## src/rtl/pgpc_pkg.sv

```systemverilog
package pgpc_pkg;

    localparam int PG_W   = 2;
    localparam int OFS_W  = 10;
    localparam int TBL_W  = 8;
    localparam int ADDR_W = PG_W + OFS_W;

    typedef enum logic [2:0] {
        OP_HOLD  = 3'd0,
        OP_STEP  = 3'd1,
        OP_SKIP  = 3'd2,
        OP_JUMP  = 3'd3,
        OP_CALL  = 3'd4,
        OP_TABLE = 3'd5,
        OP_RET   = 3'd6,
        OP_TRAP  = 3'd7
    } pc_op_e;

    typedef struct packed {
        logic [PG_W-1:0]  pg;
        logic [OFS_W-1:0] ofs;
    } pc_loc_t;

    localparam logic [OFS_W-1:0] VEC_RESET = OFS_W'(0);
    localparam logic [OFS_W-1:0] VEC_IRQ   = OFS_W'(1);
    localparam logic [OFS_W-1:0] VEC_TRAP  = OFS_W'(2);

    // In-page advance; the carry out of the offset is dropped (page wrap).
    function automatic logic [OFS_W-1:0] ofs_adv(input logic [OFS_W-1:0] o,
                                                 input logic [1:0] n);
        return o + OFS_W'(n);
    endfunction

    // Table add: only the low TBL_W bits change, upper offset bits kept.
    function automatic logic [OFS_W-1:0] ofs_table(input logic [OFS_W-1:0] o,
                                                   input logic [TBL_W-1:0] acc);
        logic [TBL_W-1:0] low;
        low = o[TBL_W-1:0] + TBL_W'(1) + acc;
        return {o[OFS_W-1:TBL_W], low};
    endfunction

endpackage

```

## src/rtl/pgpc_stack.sv

```systemverilog
module pgpc_stack
    import pgpc_pkg::*;
#(
    parameter int DEPTH = 8
) (
    input  logic    clk,
    input  logic    rst,
    input  logic    push,
    input  logic    pop,
    input  pc_loc_t din,
    output pc_loc_t dout
);
    localparam int PTR_W = (DEPTH > 1) ? $clog2(DEPTH) : 1;
    localparam int CNT_W = $clog2(DEPTH + 1);
    localparam logic [PTR_W-1:0] LAST = PTR_W'(DEPTH - 1);
    localparam logic [CNT_W-1:0] FULL = CNT_W'(DEPTH);

    pc_loc_t          mem [DEPTH];
    logic [PTR_W-1:0] wp_q;
    logic [CNT_W-1:0] cnt_q;
    logic [PTR_W-1:0] wp_dec;
    logic [PTR_W-1:0] wp_inc;

    assign wp_dec = (wp_q == '0) ? LAST : wp_q - PTR_W'(1);
    assign wp_inc = (wp_q == LAST) ? '0 : wp_q + PTR_W'(1);

    // Non-empty: newest entry sits below the write pointer.
    // Empty: the slot at the pointer holds the entry popped last.
    assign dout = (cnt_q != '0) ? mem[wp_dec] : mem[wp_q];

    genvar gi;
    generate
        for (gi = 0; gi < DEPTH; gi++) begin : g_slot
            always_ff @(posedge clk) begin
                if (rst)
                    mem[gi] <= '0;
                else if (push && wp_q == PTR_W'(gi))
                    mem[gi] <= din;
            end
        end
    endgenerate

    always_ff @(posedge clk) begin
        if (rst) begin
            wp_q  <= '0;
            cnt_q <= '0;
        end else if (push) begin
            wp_q <= wp_inc;
            if (cnt_q != FULL)
                cnt_q <= cnt_q + CNT_W'(1);
        end else if (pop && cnt_q != '0) begin
            wp_q  <= wp_dec;
            cnt_q <= cnt_q - CNT_W'(1);
        end
    end

    p_cnt_bound_r10: assert property (@(posedge clk) disable iff (rst)
        cnt_q <= FULL);
    p_full_push_r10: assert property (@(posedge clk) disable iff (rst)
        (push && cnt_q == FULL) |=> (cnt_q == FULL));
    p_empty_pop_r11: assert property (@(posedge clk) disable iff (rst)
        (pop && !push && cnt_q == '0) |=> (cnt_q == '0 && $stable(wp_q)));

endmodule

```

## src/rtl/pgpc_next.sv

```systemverilog
module pgpc_next
    import pgpc_pkg::*;
(
    input  logic             stall,
    input  logic             irq,
    input  pc_op_e           op,
    input  pc_loc_t          cur,
    input  logic [OFS_W-1:0] tgt,
    input  logic [TBL_W-1:0] acc,
    input  logic [PG_W-1:0]  page_in,
    input  pc_loc_t          pop_d,
    output pc_loc_t          nxt,
    output logic             push,
    output logic             pop,
    output pc_loc_t          push_d,
    output logic             redirect
);
    pc_loc_t after;

    always_comb begin
        after.pg  = cur.pg;
        after.ofs = ofs_adv(cur.ofs, 2'd1);
    end

    always_comb begin
        nxt      = cur;
        push     = 1'b0;
        pop      = 1'b0;
        push_d   = after;
        redirect = 1'b0;
        if (!stall) begin
            if (irq) begin
                nxt      = '{pg: '0, ofs: VEC_IRQ};
                push     = 1'b1;
                push_d   = cur;
                redirect = 1'b1;
            end else begin
                unique case (op)
                    OP_HOLD: nxt = cur;
                    OP_STEP: nxt = after;
                    OP_SKIP: begin
                        nxt.ofs  = ofs_adv(cur.ofs, 2'd2);
                        redirect = 1'b1;
                    end
                    OP_JUMP: begin
                        nxt      = '{pg: page_in, ofs: tgt};
                        redirect = 1'b1;
                    end
                    OP_CALL: begin
                        nxt      = '{pg: page_in, ofs: tgt};
                        push     = 1'b1;
                        redirect = 1'b1;
                    end
                    OP_TABLE: begin
                        nxt.ofs  = ofs_table(cur.ofs, acc);
                        redirect = 1'b1;
                    end
                    OP_RET: begin
                        nxt      = pop_d;
                        pop      = 1'b1;
                        redirect = 1'b1;
                    end
                    OP_TRAP: begin
                        nxt      = '{pg: '0, ofs: VEC_TRAP};
                        push     = 1'b1;
                        redirect = 1'b1;
                    end
                    default: nxt = cur;
                endcase
            end
        end
    end

endmodule

```

## src/rtl/pgpc_unit.sv

```systemverilog
module pgpc_unit
    import pgpc_pkg::*;
#(
    parameter int DEPTH = 8
) (
    input  logic              clk,
    input  logic              rst,
    input  logic [2:0]        op_i,
    input  logic              irq_i,
    input  logic [OFS_W-1:0]  target_i,
    input  logic [TBL_W-1:0]  acc_i,
    input  logic [PG_W-1:0]   page_i,
    output logic [ADDR_W-1:0] addr_o,
    output logic              stall_o
);
    pc_loc_t loc_q;
    pc_loc_t loc_d;
    pc_loc_t pop_d;
    pc_loc_t push_d;
    logic    push;
    logic    pop;
    logic    redirect;
    logic    stall_q;
    pc_op_e  op;

    assign op = pc_op_e'(op_i);

    pgpc_next u_next (
        .stall    (stall_q),
        .irq      (irq_i),
        .op       (op),
        .cur      (loc_q),
        .tgt      (target_i),
        .acc      (acc_i),
        .page_in  (page_i),
        .pop_d    (pop_d),
        .nxt      (loc_d),
        .push     (push),
        .pop      (pop),
        .push_d   (push_d),
        .redirect (redirect)
    );

    pgpc_stack #(.DEPTH(DEPTH)) u_stack (
        .clk  (clk),
        .rst  (rst),
        .push (push),
        .pop  (pop),
        .din  (push_d),
        .dout (pop_d)
    );

    always_ff @(posedge clk) begin
        if (rst) begin
            loc_q   <= '{pg: '0, ofs: VEC_RESET};
            stall_q <= 1'b0;
        end else begin
            loc_q   <= loc_d;
            stall_q <= redirect;
        end
    end

    assign addr_o  = loc_q;
    assign stall_o = stall_q;

    p_stall_single_r6: assert property (@(posedge clk) disable iff (rst)
        stall_o |=> !stall_o);
    p_stall_hold_r6: assert property (@(posedge clk) disable iff (rst)
        stall_o |=> $stable(addr_o));
    p_step_wrap_r2: assert property (@(posedge clk) disable iff (rst)
        (!stall_o && !irq_i && op_i == 3'd1) |=>
        (addr_o[ADDR_W-1:OFS_W] == $past(addr_o[ADDR_W-1:OFS_W]) &&
         addr_o[OFS_W-1:0] == OFS_W'($past(addr_o[OFS_W-1:0]) + OFS_W'(1))));
    p_table_upper_r5: assert property (@(posedge clk) disable iff (rst)
        (!stall_o && !irq_i && op_i == 3'd5) |=>
        (addr_o[ADDR_W-1:TBL_W] == $past(addr_o[ADDR_W-1:TBL_W])));
    p_irq_vector_r7: assert property (@(posedge clk) disable iff (rst)
        (!stall_o && irq_i) |=> (addr_o == ADDR_W'(1) && stall_o));

endmodule

```

## config.mk

```make
export PLATFORM = sky130hd
export DESIGN_NAME = pgpc_unit
export DESIGN_NICKNAME = d
export VERILOG_FILES = /design/src/rtl/pgpc_pkg.sv /design/src/rtl/pgpc_stack.sv /design/src/rtl/pgpc_next.sv /design/src/rtl/pgpc_unit.sv
export SDC_FILE = /design/constraint.sdc
export NUM_CORES = 1
export LEC_CHECK = 0
export BUFFER_PORTS_ARGS = -buffer_cell sky130_fd_sc_hd__buf_2
export CAP_MARGIN = 20
export CORE_MARGIN = 3
export CORE_UTILIZATION = 45
export DETAILED_ROUTE_END_ITERATION = 10
export HOLD_SLACK_MARGIN = 0.06
export SETUP_SLACK_MARGIN = 0.05
export SYNTH_ARGS = -nofsm -noshare
export SYNTH_HDL_FRONTEND = slang
export SYNTH_HIERARCHICAL = 1
export SYNTH_SLANG_ARGS = --single-unit
```

## constraint.sdc

```tcl
create_clock -name clk -period 7.8 [get_ports clk]
set_clock_uncertainty 0.1 [all_clocks]
set_input_delay 1.56 -clock clk [delete_from_list [all_inputs] [get_ports clk]]
set_output_delay 1.56 -clock clk [all_outputs]
set_load 0.05 [all_outputs]
```

Word level (Yosys, flattened, before mapping) --
Memory sizes are Yosys's and may differ from the RTL's. A register that Yosys moved wholly into a read port is not among the register bits. Cells that the tools add are included. W data, S select, Z words.
Word-level totals: word-level logic and storage cells 121, RAM bits 96, output and inout bits 13, register bits after elaboration 20, bits of input ports 26, memories kept 1
Memory list:
- u_stack.mem | depth 8, width 12, rd ports 2, clocked after memory_dff 1, write ports 8, RTL line pgpc_stack.sv:18 | pc_loc_t mem [DEPTH];
Operators by class: add/sub/neg operators 8, reduce and logical (&&, ||, !) cells 22, bitwise gates (word level) 9, mux-type cells 57, equality and inequality tests 18
Operators with widths (number):
- $mux W12 | 10
- $pmux W10 S6 | 1
- $mux W1 | 34
- $eq A3 B3 Y1 const B | 8
- $mux W10 | 2
- $mux W3 | 6
- $eq A3 B2 Y1 const B | 4
- $mux W4 | 3
- $add A10 B1 Y10 const B | 1
- $add A10 B2 Y10 const B | 1
- $logic_and A1 B1 Y1 | 9
- $add A8 B1 Y8 const B | 1
- $add A8 B8 Y8 | 1
- $or A1 B1 Y1 | 8
- $reduce_bool A4 Y1 | 2
- $eq A3 B1 Y1 const B | 2
- $logic_not A3 Y1 | 2
- $ne A2 B2 Y1 const B | 3
- $pmux W2 S3 | 1
- $reduce_and A2 Y1 | 3
- $reduce_or A2 Y1 | 3
- $reduce_or A6 Y1 | 1
- $add A4 B1 Y4 const B | 1
- $ne A4 B4 Y1 const B | 1
- other kinds (6) | 6

Logic depth before layout (Yosys ltp) --
depth after elaboration 10, depth in mapped cells 16, depth with buffers taken out 13

By module --
The synthesis kept the hierarchy.
By module, submodules not included:
- pgpc_stack | cells each 465, area each 5915.7 µm², seq. area each 3083.0 µm², instances 1
- pgpc_next | cells each 239, area each 1535.2 µm², seq. area each 0.0 µm², instances 1
- pgpc_unit | cells each 27, area each 395.4 µm², seq. area each 260.2 µm², instances 1

Least setup slack after synthesis --
No wires, ideal clock.
path type input to register, from in op_i[1], to reg u_stack.cnt_q[3], setup slack 3.886 ns, data required time 7.585 ns, setup time 0.115 ns, stages 13, data arrival time 3.699 ns, buffers on the path 2, cells stage by stage buf_2 > buf_2 > or2_2 > nand2_1 > a21oi_1 > nor2_1 > inv_2 > ha_1 > a21o_1 > a21oi_1 > xnor2_1 > a31oi_1 > o21a_1
Between the ends: word-level cells in the longest chain between the ends 7, elaborated cells on any way between the ends 15, classes of those cells eq/ne (4); mux (7); reduce/logical (4)
RTL lines:
- from (decl) | RTL line pgpc_unit.sv:8 | input logic [2:0] op_i,
- $eq A3 B3 Y1 | RTL line pgpc_next.sv:38 | unique case (op)
- $reduce_or A2 Y1 (no line) (*)
- $mux W1 (*) | RTL line pgpc_next.sv:38
- $mux W1 (*) | RTL line pgpc_next.sv:32 | if (irq) begin
- $mux W1 (*) | RTL line pgpc_next.sv:31 | if (!stall) begin
- named net push | RTL line pgpc_unit.sv:20 | logic push;
- $ne A2 B2 Y1 (no line) or $reduce_bool A2 Y1 (tied branches)
- $reduce_and A2 Y1 (no line)
- to (signal assigned) | RTL line pgpc_stack.sv:50 | cnt_q <= cnt_q + CNT_W'(1);
- to (signal assigned) | RTL line pgpc_stack.sv:53 | cnt_q <= cnt_q - CNT_W'(1);
- to (decl) | RTL line pgpc_stack.sv:20 | logic [CNT_W-1:0] cnt_q;
Mark *: on every way through the listed nets, which the timed path passes. The rest lies on a longest branch. A chain may end at the register's enable or synchronous reset.

==> flow_summary.json <==
{
  "p_per_area_nw_per_um2": 248,
  "grt_pass1_wl_mm": 35.7,
  "n_fill_cell": 1528,
  "slew_viol_final": 0,
  "critPathMaxStageDelay_ns": 0.84,
  "cap_violations": 0,
  "ant_nets": 0,
  "multi_input_area_um2": 4130,
  "drive_gt1_frac": 0.195,
  "cts_tree": "done",
  "vias": 6165,
  "path_max_fanout": 44,
  "r2r_setup_slack_ns": 3.24,
  "gp_congestion": 0.921,
  "die_h_um": 138,
  "grt_max_degree": 45,
  "clk_latency_ns": 0.41,
  "worstSetupStartpointType": "flop",
  "ys_ff_latch": 119,
  "syn_area_per_cell_um2": 10.7,
  "timing.final.crit_share": 0.584,
  "critical_path.slowest_cell": "ha_1",
  "pin_count": 39,
  "rows": 47,
  "grt_usage": 0.239,
  "cp.depth": 13,
  "synthTopCellsByArea": "edfxtp_1 37%, mux4_2 6.9%, dfxtp_1 5.9%",
  "crit_arrival_ns": 4.80,
  "syn_inst": 731,
  "status": "completed",
  "fp.dieW_um": 138,
  "grt_overflow": 0,
  "cts.sinks": 119,
  "critPathBufInv": 4,
  "clkTransAtPathRegs_ns": 0.06,
  "port_buffers": 38,
  "cts_buffer_depth": 2,
  "yosys_warnings": 6,
  "finalCriticalPeriod_ns": 4.56,
  "path_delay_family": "compound AO/OA/AOI/OAI gates",
  "fin_setup_tns_ns": 0,
  "grt_pass1_vias": 5977,
  "drc": 0,
  "hold_path_depth": 1,
  "final-instance-count-excl-fill": 973,
  "setup_viol": 0,
  "antenna_found_initial": 1,
  "slew_headroom": 0.286,
  "seqCellArea_um2": 3340,
  "drt_iter0_markers": 475,
  "syn_nets": 778,
  "yosys.area.top_type": "edfxtp_1",
  "routed_wl_mm": 23.3,
  "critPathCaptureType": "flop",
  "synth_top_area_share": 0.367,
  "synth_area_um2": 7850,
  "post_cts_buffers": 0,
  "nNetsFinal": 786,
  "leakage_nw": 3.35,
  "start_util": 0.467,
  "synth_edf_count": 96,
  "hp-class": "reg -> reg",
  "tightest_slew_ns": 1.07,
  "core_um2": 16800,
  "crit_type": "reg -> reg",
  "area_delta_synth_final_pct": 10.6,
  "vias_per_cell": 6.34,
  "dr.pass1.iters": 7,
  "die-area_um2": 19100,
  "ys_async_sr_fraction": 0,
  "synth_cell_types": 67,
  "fmax_ghz": 0.219,
  "cts_buffers": 17,
  "wire_per_inst_um": 24.0,
  "ys.flop_type": "edfxtp_1",
  "rsz0062_at_grt": "false",
  "crit_required_ns": 8.05,
  "irDropWorstVdd_uv": 149,
  "hpwl_mm": 15.8,
  "h-tree-depth": 4,
  "r2r_cells": 13,
  "cts_resized": 0,
  "dp_cells": 939,
  "cts_hold_buf": 0,
  "cts_root_buffer": "clkbuf_16",
  "cp_cell_sequence": "buf_4 -> inv_1 -> ha_1 -> buf_4 -> nand2b_1 -> o221ai_1 -> a31oi_1 -> inv_1 -> o21ai_0 -> nand2_1 -> a41oi_1 -> a31o_2 -> nor2b_2",
  "ys_seq_area_frac": 0.426,
  "hold_viol_final": 0
}
==> kinds of logic (layout without fill, tap and decap cells) <==
group                      count (synthesis)  count (layout)  share of synthesized area
AOI/OAI and AO/OA                        182             182                      0.167
xor gates and xnor gates                  20              20                     0.0223
adders and majority gates                 21              21                     0.0354
buffers and inverters                     74              95                     0.0490
DFF                                      119             119                      0.426
muxes                                     56              56                      0.110
other                                      0               1                          0
and+or+nand+nor                          259             259                      0.190
==> path summary, 6_finish.rpt <==
kind,startpoint,to
max,u_stack/wp_q[0]$_SDFFE_PP0N_,addr_o[5]$_SDFF_PP0_
max reg2reg,u_stack/wp_q[0]$_SDFFE_PP0N_,addr_o[5]$_SDFF_PP0_
min,u_stack/cnt_q[3]$_SDFFE_PP0P_,u_stack/cnt_q[3]$_SDFFE_PP0P_
min reg2reg,u_stack/cnt_q[3]$_SDFFE_PP0P_,u_stack/cnt_q[3]$_SDFFE_PP0P_
==> state kept, by name, indices dropped and copies added (netlist names), named ones only <==
signal,flops
u_stack/mem,96
u_stack/wp_q,3
stall_o,1
u_stack/cnt_q,4
addr_o,12
==> power breakdown <==
part	internal (mW)	total, mW	switching, mW
logic	0.212	0.584	0.372
clock network	0.498	0.786	0.288
registers	0.730	0.778	0.0480
==> cell usage after synthesis (all sizes together) (24+ instances only) <==
library cell / n
o221ai: 25
mux2i: 32
nand2: 35
a21oi: 28
and3: 39
buf: 40
edfxtp: 96
nor2b: 29
o21ai: 28
mux4: 24
nor2: 43
and2: 60
==> per-stage QoR <==
stage | hold slack [ns] | total power, mW | cell area (µm²) | setup WS [ns] | util
finish | 0.449 | 2.15 | 8680 | 3.24 | 0.516
global placement | 0.438 | 1.35 | 8050 | 2.80 | 0.479
CTS | 0.444 | 2.15 | 8670 | 3.33 | 0.515
global route | 0.460 | 2.23 | 8680 | 2.99 | 0.516
detailed placement | 0.431 | 1.36 | 8080 | 2.94 | 0.480
floorplan | 0.397 | 1.21 | 7850 | 3.89 | -
==> routing by layer <==
metal | GRT usage | vias up | part of all wire
met5 | 0 | - | 0
met4 | 0.105 | 0 | 0.031
met3 | 0.0397 | 46 | 0.075
met2 | 0.401 | 302 | 0.49
met1 | 0.306 | 3022 | 0.40
li1 | - | 2795 | -
==> final cells by class <==
type	count	area share
Sequential cell	119	0.385
Antenna cell	1	0.000288
Tap cell	220	0.0317
Clock inverter	14	0.0183
Clock buffer	18	0.0495
Timing Repair Buffer	52	0.0342
Inverter	11	0.00476
Multi-Input combinational cell	538	0.476
==> cell usage in the layout (no fill, tap or decap), types with 9 or more instances in the layout <==
cell type,n
clkbuf_16,17
a211oi_1,12
a31oi_1,20
nor2b_1,19
and2_1,60
dfxtp_1,22
buf_2,39
ha_1,19
mux2i_1,32
xnor2_1,12
a22oi_1,14
nand2_1,34
a21oi_1,27
nand2b_1,9
mux4_2,24
nor2_1,42
edfxtp_1,96
and3_1,39
nand3_1,15
buf_4,12
o221ai_1,25
o21ai_0,27
inv_1,10
(Power assumes the default switching activity.)
